File: config.mk
export PLATFORM = sky130hd
export DESIGN_NAME = trace_dbg_ctl
export DESIGN_NICKNAME = d
export VERILOG_FILES = /design/src/rtl/trace_dbg_pkg.sv /design/src/rtl/trace_cnt.sv /design/src/rtl/trace_flags.sv /design/src/rtl/trace_dbg_ctl.sv
export SDC_FILE = /design/constraint.sdc
export NUM_CORES = 1
export LEC_CHECK = 0
export ABC_AREA = 0
export BUFFER_PORTS_ARGS = -buffer_cell sky130_fd_sc_hd__buf_2
export CORE_MARGIN = 8
export CORE_UTILIZATION = 56
export DETAILED_ROUTE_END_ITERATION = 8
export MAX_ROUTING_LAYER = met4
export PLACE_DENSITY_LB_ADDON = 0.08
export SLEW_MARGIN = 20
export SYNTH_ARGS = -nofsm -noshare
export SYNTH_HDL_FRONTEND = slang
export SYNTH_SLANG_ARGS = --single-unit
export TNS_END_PERCENT = 50
File: constraint.sdc
create_clock -name clk -period 2.73 [get_ports clk]
set_clock_uncertainty 0.1 [all_clocks]
set_input_delay 0.546 -clock clk [delete_from_list [all_inputs] [get_ports clk]]
set_output_delay 0.546 -clock clk [all_outputs]
set_load 0.01 [all_outputs]
File: src/rtl/trace_dbg_pkg.sv
package trace_dbg_pkg;

    typedef enum logic [1:0] {
        MODE_RUN   = 2'b00,
        MODE_DEBUG = 2'b01
    } mode_e;

    typedef struct packed {
        logic  tme;   // trace enable
        logic  dor;   // debug on core reset
        mode_e mode;
        logic  req;
    } ctl_state_t;

endpackage

File: src/rtl/trace_cnt.sv
module trace_cnt #(
    parameter int W = 16
) (
    input  logic         clk,
    input  logic         por_n,
    input  logic         arm_i,
    input  logic         disarm_i,
    input  logic [W-1:0] load_i,
    input  logic         retire_i,
    output logic         armed_o,
    output logic         fire_o
);

    typedef struct packed {
        logic         armed;
        logic [W-1:0] cnt;
    } cnt_state_t;

    localparam logic [W-1:0] ZERO = '0;
    localparam logic [W-1:0] ONE  = W'(1);

    cnt_state_t s_d, s_q;
    logic       at_zero;

    assign at_zero = (s_q.cnt == ZERO);
    assign fire_o  = s_q.armed && retire_i && at_zero && !disarm_i;
    assign armed_o = s_q.armed;

    always_comb begin
        s_d = s_q;
        if (disarm_i) begin
            s_d.armed = 1'b0;
        end else if (arm_i) begin
            s_d.armed = 1'b1;
            s_d.cnt   = load_i;
        end else if (s_q.armed && retire_i) begin
            if (at_zero) s_d.armed = 1'b0;
            else         s_d.cnt   = s_q.cnt - ONE;
        end
    end

    always_ff @(posedge clk or negedge por_n) begin
        if (!por_n) s_q <= '0;
        else        s_q <= s_d;
    end

endmodule

File: src/rtl/trace_flags.sv
module trace_flags (
    input  logic clk,
    input  logic por_n,
    input  logic set_hit_i,
    input  logic set_err_i,
    input  logic clr_i,
    output logic hit_o,
    output logic err_o
);

    typedef struct packed {
        logic hit;
        logic err;
    } flag_state_t;

    flag_state_t f_d, f_q;

    always_comb begin
        f_d = f_q;
        if (clr_i) f_d = '0;
        if (set_hit_i) f_d.hit = 1'b1;
        if (set_err_i) f_d.err = 1'b1;
    end

    always_ff @(posedge clk or negedge por_n) begin
        if (!por_n) f_q <= '0;
        else        f_q <= f_d;
    end

    assign hit_o = f_q.hit;
    assign err_o = f_q.err;

endmodule

File: src/rtl/trace_dbg_ctl.sv
module trace_dbg_ctl
    import trace_dbg_pkg::*;
#(
    parameter int CNT_W = 16
) (
    input  logic             clk,
    input  logic             por_n,
    input  logic             core_rst,
    input  logic             wr_en,
    input  logic             wr_sel,
    input  logic [CNT_W-1:0] wr_data,
    input  logic             seq_bkpt_en,
    input  logic             retire,
    input  logic             exit_cmd,
    input  logic             stat_clr,
    output logic             dbg_req,
    output logic             trace_hit,
    output logic             arm_err,
    output logic [1:0]       cpu_mode
);

    localparam logic [CNT_W-1:0] CNT_ZERO = '0;

    ctl_state_t       st_d, st_q;
    logic [CNT_W-1:0] load_d, load_q;
    logic             leaving, arm, bad_arm, fire, armed;
    logic             dor_q;

    assign leaving = exit_cmd && (st_q.mode == MODE_DEBUG) && !core_rst;
    assign bad_arm = leaving && st_q.tme && (load_q == CNT_ZERO) && !seq_bkpt_en;
    assign arm     = leaving && st_q.tme && !bad_arm;

    trace_cnt #(.W(CNT_W)) u_cnt (
        .clk      (clk),
        .por_n    (por_n),
        .arm_i    (arm),
        .disarm_i (core_rst),
        .load_i   (load_q),
        .retire_i (retire && (st_q.mode == MODE_RUN)),
        .armed_o  (armed),
        .fire_o   (fire)
    );

    trace_flags u_flags (
        .clk       (clk),
        .por_n     (por_n),
        .set_hit_i (fire),
        .set_err_i (bad_arm),
        .clr_i     (stat_clr),
        .hit_o     (trace_hit),
        .err_o     (arm_err)
    );

    always_comb begin
        st_d   = st_q;
        load_d = load_q;
        if (wr_en) begin
            if (wr_sel) begin
                st_d.tme = wr_data[0];
                st_d.dor = wr_data[1];
            end else begin
                load_d = wr_data;
            end
        end
        if (core_rst) begin
            st_d.mode = st_q.dor ? MODE_DEBUG : MODE_RUN;
            st_d.req  = 1'b0;
        end else if (leaving) begin
            st_d.mode = MODE_RUN;
            st_d.req  = 1'b0;
        end else if (fire) begin
            st_d.mode = MODE_DEBUG;
            st_d.req  = 1'b1;
        end
    end

    always_ff @(posedge clk or negedge por_n) begin
        if (!por_n) begin
            st_q   <= '{tme: 1'b0, dor: 1'b0, mode: MODE_RUN, req: 1'b0};
            load_q <= '0;
        end else begin
            st_q   <= st_d;
            load_q <= load_d;
        end
    end

    assign dor_q    = st_q.dor;
    assign dbg_req  = st_q.req;
    assign cpu_mode = st_q.mode;

endmodule

==> metrics.txt, run 1 <==
status finished clean; Filler Cell Count 320; Skew-Pair Late Insertion Delay 340 ps; final wirelength between 4000 and 5000 um; met2 GRT Util 26.9%; Post-Synthesis Cells 189; maximum vdd drop 0.417 mV; Ports 30; period utilisation layout 90.7%; PD cells approximately 780 mW/mm2; Critical R2R Launch u_cnt.s_q[0]; Syn Nets 216; MaxCap Viol Count 0; Leak 0.000981 uW; met3 GRT Util 4.83%; relative slew slack 43.1%; die area about 0.0058 mm2; Iter 0 DRT Violations 129; min Tclk post-route 2480 ps; Max stage delay on crit path 490 ps; Worst R2R Path Depth 7; most used routing layer met2; met1 Use GR a little over a fifth; flops & latches, synth 39; Root Driver clkbuf_4; Async SR Flop Fraction 100%; worst hold slack around 190 ps; Worst Path Arrival 2610 ps; ant diodes 0; cts hold-fix bufs 0; Post-synth EDFFs 0; register area share after synthesis 48.2%; crit path cell chain inv_1, ha_1, or4b_1, or2_2, o21ai_4, o41ai_1, a211o_1; post-CTS setup buffer count 0; ys flop type dfrtp_1; RSZ-0062 raised after global routing no; Final #Nets 244; CTS resizes 0; Post-Syn Area 0.00202 mm2; setup violators final 0; grt total ovfl 0; Req. time, crit path between 2000 and 3000 ps; I/O Buffers 28; Max Buffers Root-to-Sink 2; flop2flop setup slack 250 ps; DRC viols 0; CP Launch Type flip-flop; Layout area overhead 12.6%; Die Wd around 76 um; clk slew on worst S/H paths 120 ps; worst hold path type input port to asynchronous set/reset pin; delay-heaviest family, CP simple AND/OR/NAND/NOR gates; measured slew at the worst slew-check pin ~850 ps; average wire per standard cell 18.1 um; TritonCTS clock tree yes; initial antenna violation count 0; WS Path Type flip-flop to flip-flop; Rows 22; crit-path max FO 10; first-pass GRT wire length 8020 um; H-tree level count 2; vias in the first global route 1679; clock buffer count from CTS 5; number of detailed-route iterations in the first pass 4; routed vias/inst 6.27; Die H 76.1 um; max-slew violations 0; Hold Fails Final Rpt 0; CP bufs+invs 1; Post-Route Utilization a little under two thirds; CORE AREA 0.00358 mm2; Starting Density a little under three fifths; Sink Count 39; Syn Area/Cell 10.7 um2; Worst R2R End u_cnt.s_q[5]; share of post-route cells with drive strength above 1 31.7%; unique cell type count in the Yosys netlist 46; max frequency 404 MHz; DR vias 1668; DP HPWL between 3000 and 4000 um; placer congestion estimate 0.902; Total GRT Usage 17.2%; Worst setup EP type flip-flop; slowest cell on the critical path or4b_1; total power 1770 uW; largest net degree at the start of global routing 40; Final TNS setup 0 ps; Final ANT Viol Nets 0; yosys warns 0
## layout make-up
| type | count | area, um2 | share of cell area (%) |
|---|---|---|---|
| Clock buffer | 8 | 68.8 | 3.02 |
| Inverter | 7 | 26.3 | 1.15 |
| Multi-Input combinational cell | 130 | 962 | 42.2 |
| Sequential cell | 39 | 976 | 42.8 |
| Tap cell | 48 | 60.1 | 2.64 |
| Timing Repair Buffer | 34 | 185 | 8.13 |
## state kept, by name (all words and copies together), names as in the netlist
name	cells
load_q	16
u_cnt.s_q	16
cpu_mode	1
u_flags.err_o	1
st_q	1
u_cnt.armed_o	1
dbg_req	1
u_flags.hit_o	1
dor_q	1
## Yosys cell counts, types with 2 or more instances
master,number,share of area (%)
a211o_1,3,1.3
a211oi_1,3,1.1
a21o_1,2,0.74
a21oi_1,4,0.99
a221o_1,6,3.0
a22o_1,3,1.3
a32o_1,3,1.5
buf_4,2,0.74
clkbuf_1,9,1.7
dfrtp_1,39,48
ha_1,2,1.2
inv_1,7,1.3
mux2_2,18,10
nand2_1,10,1.9
nand3_1,4,0.99
nor2_1,14,2.6
nor3_1,4,0.99
nor4_1,8,2.5
o211ai_1,4,1.5
o21ai_0,8,2.0
o311ai_0,3,1.3
o41ai_1,4,1.7
or2_2,3,0.93
or3_1,3,0.93
or4_4,2,1.1
## placed cells by master, fill, tap and decap left out, types with 2 or more instances in the layout
cell type / count
mux2_2: 18
nand2_1: 10
a21oi_1: 4
clkbuf_8: 2
nor2_1: 14
o211ai_1: 4
o41ai_1: 4
clkbuf_4: 5
or3_1: 3
a22o_1: 3
a211oi_1: 3
dfrtp_1: 39
nand3_1: 4
ha_1: 2
nor4_1: 8
or4_4: 2
buf_2: 28
buf_4: 6
o311ai_0: 3
inv_1: 7
nor3_1: 4
o21ai_0: 8
a21o_1: 2
a211o_1: 3
a32o_1: 3
or2_2: 3
a221o_1: 6
## where the power goes
part	leakage (uW)	total, uW	switching [uW]	internal [uW]
logic	0.000463	521	277	245
clock network	0.0000386	333	181	152
registers	0.000479	912	182	730
total	0.000981	1770	640	1130
## per-layer routing
metal  vias up  routed length (um)
li1        777                   -
met1       812                2120
met2        68                2380
met3        11                 248
met4         0                  65
met5         -                   0
## stage by stage
| stage | setup slack, ps | cells | instance area [um2] |
|---|---|---|---|
| floorplan | 404 | 189 | 2020 |
| global placement | 301 | 258 | 2210 |
| detailed placement | 257 | 258 | 2210 |
| CTS | 250 | 266 | 2280 |
| global route | 73.2 | 266 | 2280 |
| finish | 254 | 266 | 2280 |
## cell families (layout without fill, tap and decap cells)
group	Yosys count	after routing	synth area share, %
compound gates	50	50	19.7
xor+xnor	1	1	0.433
fa+ha+maj	2	2	1.24
buf+inv	20	49	4.20
flops	39	39	48.2
mux	19	19	10.5
other cells	1	1	0.185
simple gates	57	57	15.5
## how the worst max path moves through the flow
stage                       from            to  depth (start not counted)  slack [ps]
detailed placement      core_rst  u_cnt.s_q[2]                          6         260
CTS                 u_cnt.s_q[0]  u_cnt.s_q[5]                          7         250
finish              u_cnt.s_q[0]  u_cnt.s_q[5]                          7         250
floorplan           u_cnt.s_q[0]  u_cnt.s_q[5]                          8         400
global placement        core_rst  u_cnt.s_q[2]                          6         300
global route        u_cnt.s_q[8]  u_cnt.s_q[1]                          6          70
No activity file was read; power rests on OpenSTA's default activity.
==> run 2: changes to the inputs <==
Settings changed: CORE_ASPECT_RATIO set to 0.5.
==> run 2 against run 1 <==
Core utilization up 3.0 points. Die area grew 2.0%. Setup slack lost 0.81 ps. Fmax about the same. Register-to-register slack is essentially flat. Via count is 1.7% lower. Non-clock buffer count unchanged. Combinational power shrank 1%. Final cell count grew 1.1%. Sequential power shrank 1%. Sequential cell count is the same. First-iteration DRC count down 3.9%. Critical endpoint unchanged. Largest power group unchanged.
==> metrics.txt, run 2 (synthesized netlist as in run 1, its figures left out) <==
CORE AREA 0.00345 mm2 (-3.5%); combinational power share 28.4% (-1.1 points); share of post-route cells with drive strength above 1 32.1% (+0.46 points); status finished clean; Root Driver clkbuf_8; Die H 58.5 um (-23%); Filler Cell Count 301 (-5.9%); Regs by FF count load_q: 16 flops, u_cnt.s_q: 16 flops; DP HPWL 3410 um (-6.6%); Die Wd 101 um (+33%); Skew-Pair Late Insertion Delay 300 ps (-40 ps); Rows 15 (-32%); crit-path max FO 10 (unchanged); Worst setup EP type flip-flop; final wirelength 4660 um (-3.3%); Final TNS setup 0 ps (unchanged); RSZ-0062 raised after global routing no; maximum vdd drop 0.340 mV (-18%); measured slew at the worst slew-check pin 843 ps (-10.4 ps); clk slew on worst S/H paths 80 ps (-40 ps); Hold Fails Final Rpt 0 (unchanged); initial antenna violation count 0 (unchanged); max-slew violations 0 (unchanged); relative slew slack 43.8% (+0.70 points); Layout Cells excl Fill 269 (+1.1%); TritonCTS clock tree yes; number of detailed-route iterations in the first pass 4 (unchanged); Total GRT Usage 16.8% (-0.37 points); WS Path Type flip-flop to flip-flop; DR vias 1639 (-1.7%); DRC viols 0 (unchanged); ant diodes 0 (unchanged); dpl cells 261 (+1.2%); Iter 0 DRT Violations 124 (-3.9%); worst hold path type input port to asynchronous set/reset pin; Max Buffers Root-to-Sink 2 (unchanged); CP bufs+invs 1 (unchanged); switching power share of the total 36.3% (about the same); min Tclk post-route 2480 ps (+0.809 ps); Final #Nets 244 (unchanged); Register Area 976 um2 (unchanged); cts hold-fix bufs 0 (unchanged); largest net degree at the start of global routing 40 (unchanged); routed vias/inst 6.09 (-2.8%); commonest non-fill, non-tap cell in the layout dfrtp_1; I/O Buffers 28 (unchanged); Req. time, crit path 2810 ps (-50 ps); CTS resizes 0 (unchanged); Seq pwr share 49.8% (-1.8 points); Layout area overhead 13.8%; crit path cell chain inv_1, ha_1, or4b_1, or2_2, o21ai_4, o41ai_1, a211o_1; setup violators final 0 (unchanged); Sink Count 39 (unchanged); multi-input gate area in the final layout 962 um2 (unchanged); Ports 30 (unchanged); Final ANT Viol Nets 0 (unchanged); placer congestion estimate 0.876 (-2.9%); most frequent cells in the layout dfrtp_1 (39), buf_2 (28), mux2_2 (18); slowest cell on the critical path or4b_1; total power 1810 uW (+2.3%); NetSw 655 uW (+2.3%); Internal 1150 uW (+2.3%); Max stage delay on crit path 480 ps (about the same); PD cells 785 mW/mm2 (+1.3%); post-CTS setup buffer count 0 (unchanged); MaxCap Viol Count 0 (unchanged); Starting Density 58.6% (+2.0 points); average wire per standard cell 17.3 um (-4.4%); Clock power frac 21.7% (+2.8 points); delay-heaviest family, CP simple AND/OR/NAND/NOR gates; vias in the first global route 1611 (-4.1%); max frequency 404 MHz (about the same); H-tree level count 2 (unchanged); Worst Path Arrival 2560 ps (-50 ps); CP Launch Type flip-flop; die area 0.00591 mm2 (+2.0%); Leak 0.000982 uW (+0.16%); first-pass GRT wire length 7690 um (-4.2%); grt total ovfl 0 (unchanged); period utilisation layout 90.7% (about the same); clock buffer count from CTS 5 (unchanged)
==> run 2: routing by layer <==
layer | track usage, % | up-vias | wire length [um] | part of all wire (%)
met5 | - | - | 0 | 0
met2 | 23.2 | 65 | 2010 | 43
met4 | 5.66 | 0 | 45 | 0.97
met3 | 5.17 | 7 | 383 | 8.2
met1 | 22.8 | 792 | 2220 | 48
li1 | - | 775 | - | -
==> run 2: worst paths after layout <==
kind,from,endpoint,slack (ps),cells past startpoint
setup / recovery,u_cnt.s_q[0],u_cnt.s_q[5],250,7
setup reg to reg,u_cnt.s_q[0],u_cnt.s_q[5],250,7
min in group clk,exit_cmd,dbg_req,340,2
hold / removal,por_n,u_cnt.s_q[11],250,1
hold reg to reg,u_cnt.s_q[14],u_cnt.s_q[14],380,1
max in group asynchronous,por_n,u_cnt.s_q[1],1750,1
==> run 2: stage by stage <==
stage	hold slack (ps)	setup slack (ps)	cell area (um2)	util, %
CTS	285	263	2300	66.7
global placement	352	295	2210	64.1
floorplan	150	404	2020	-
global route	342	118	2300	66.7
detailed placement	361	288	2210	64.1
finish	250	253	2300	66.7
==> run 2: layout make-up <==
class                      count  area share (%)
sequential                    39            42.4
tap                           51            2.77
timing repair buffer          34            8.04
multi-input combinational    130            41.8
clock inverter                 3           0.870
clock buffer                   5            2.99
inverter                       7            1.14
==> run 2: power groups by stage <==
stage | Sequential (uW) | Combinational (uW) | Clock, uW
2_1_floorplan | 855 | 411 | 0
3_3_place_gp | 899 | 494 | 0
3_5_place_dp | 903 | 512 | 0
4_1_cts | 896 | 512 | 403
5_1_grt | 924 | 568 | 419
6_report | 901 | 514 | 392
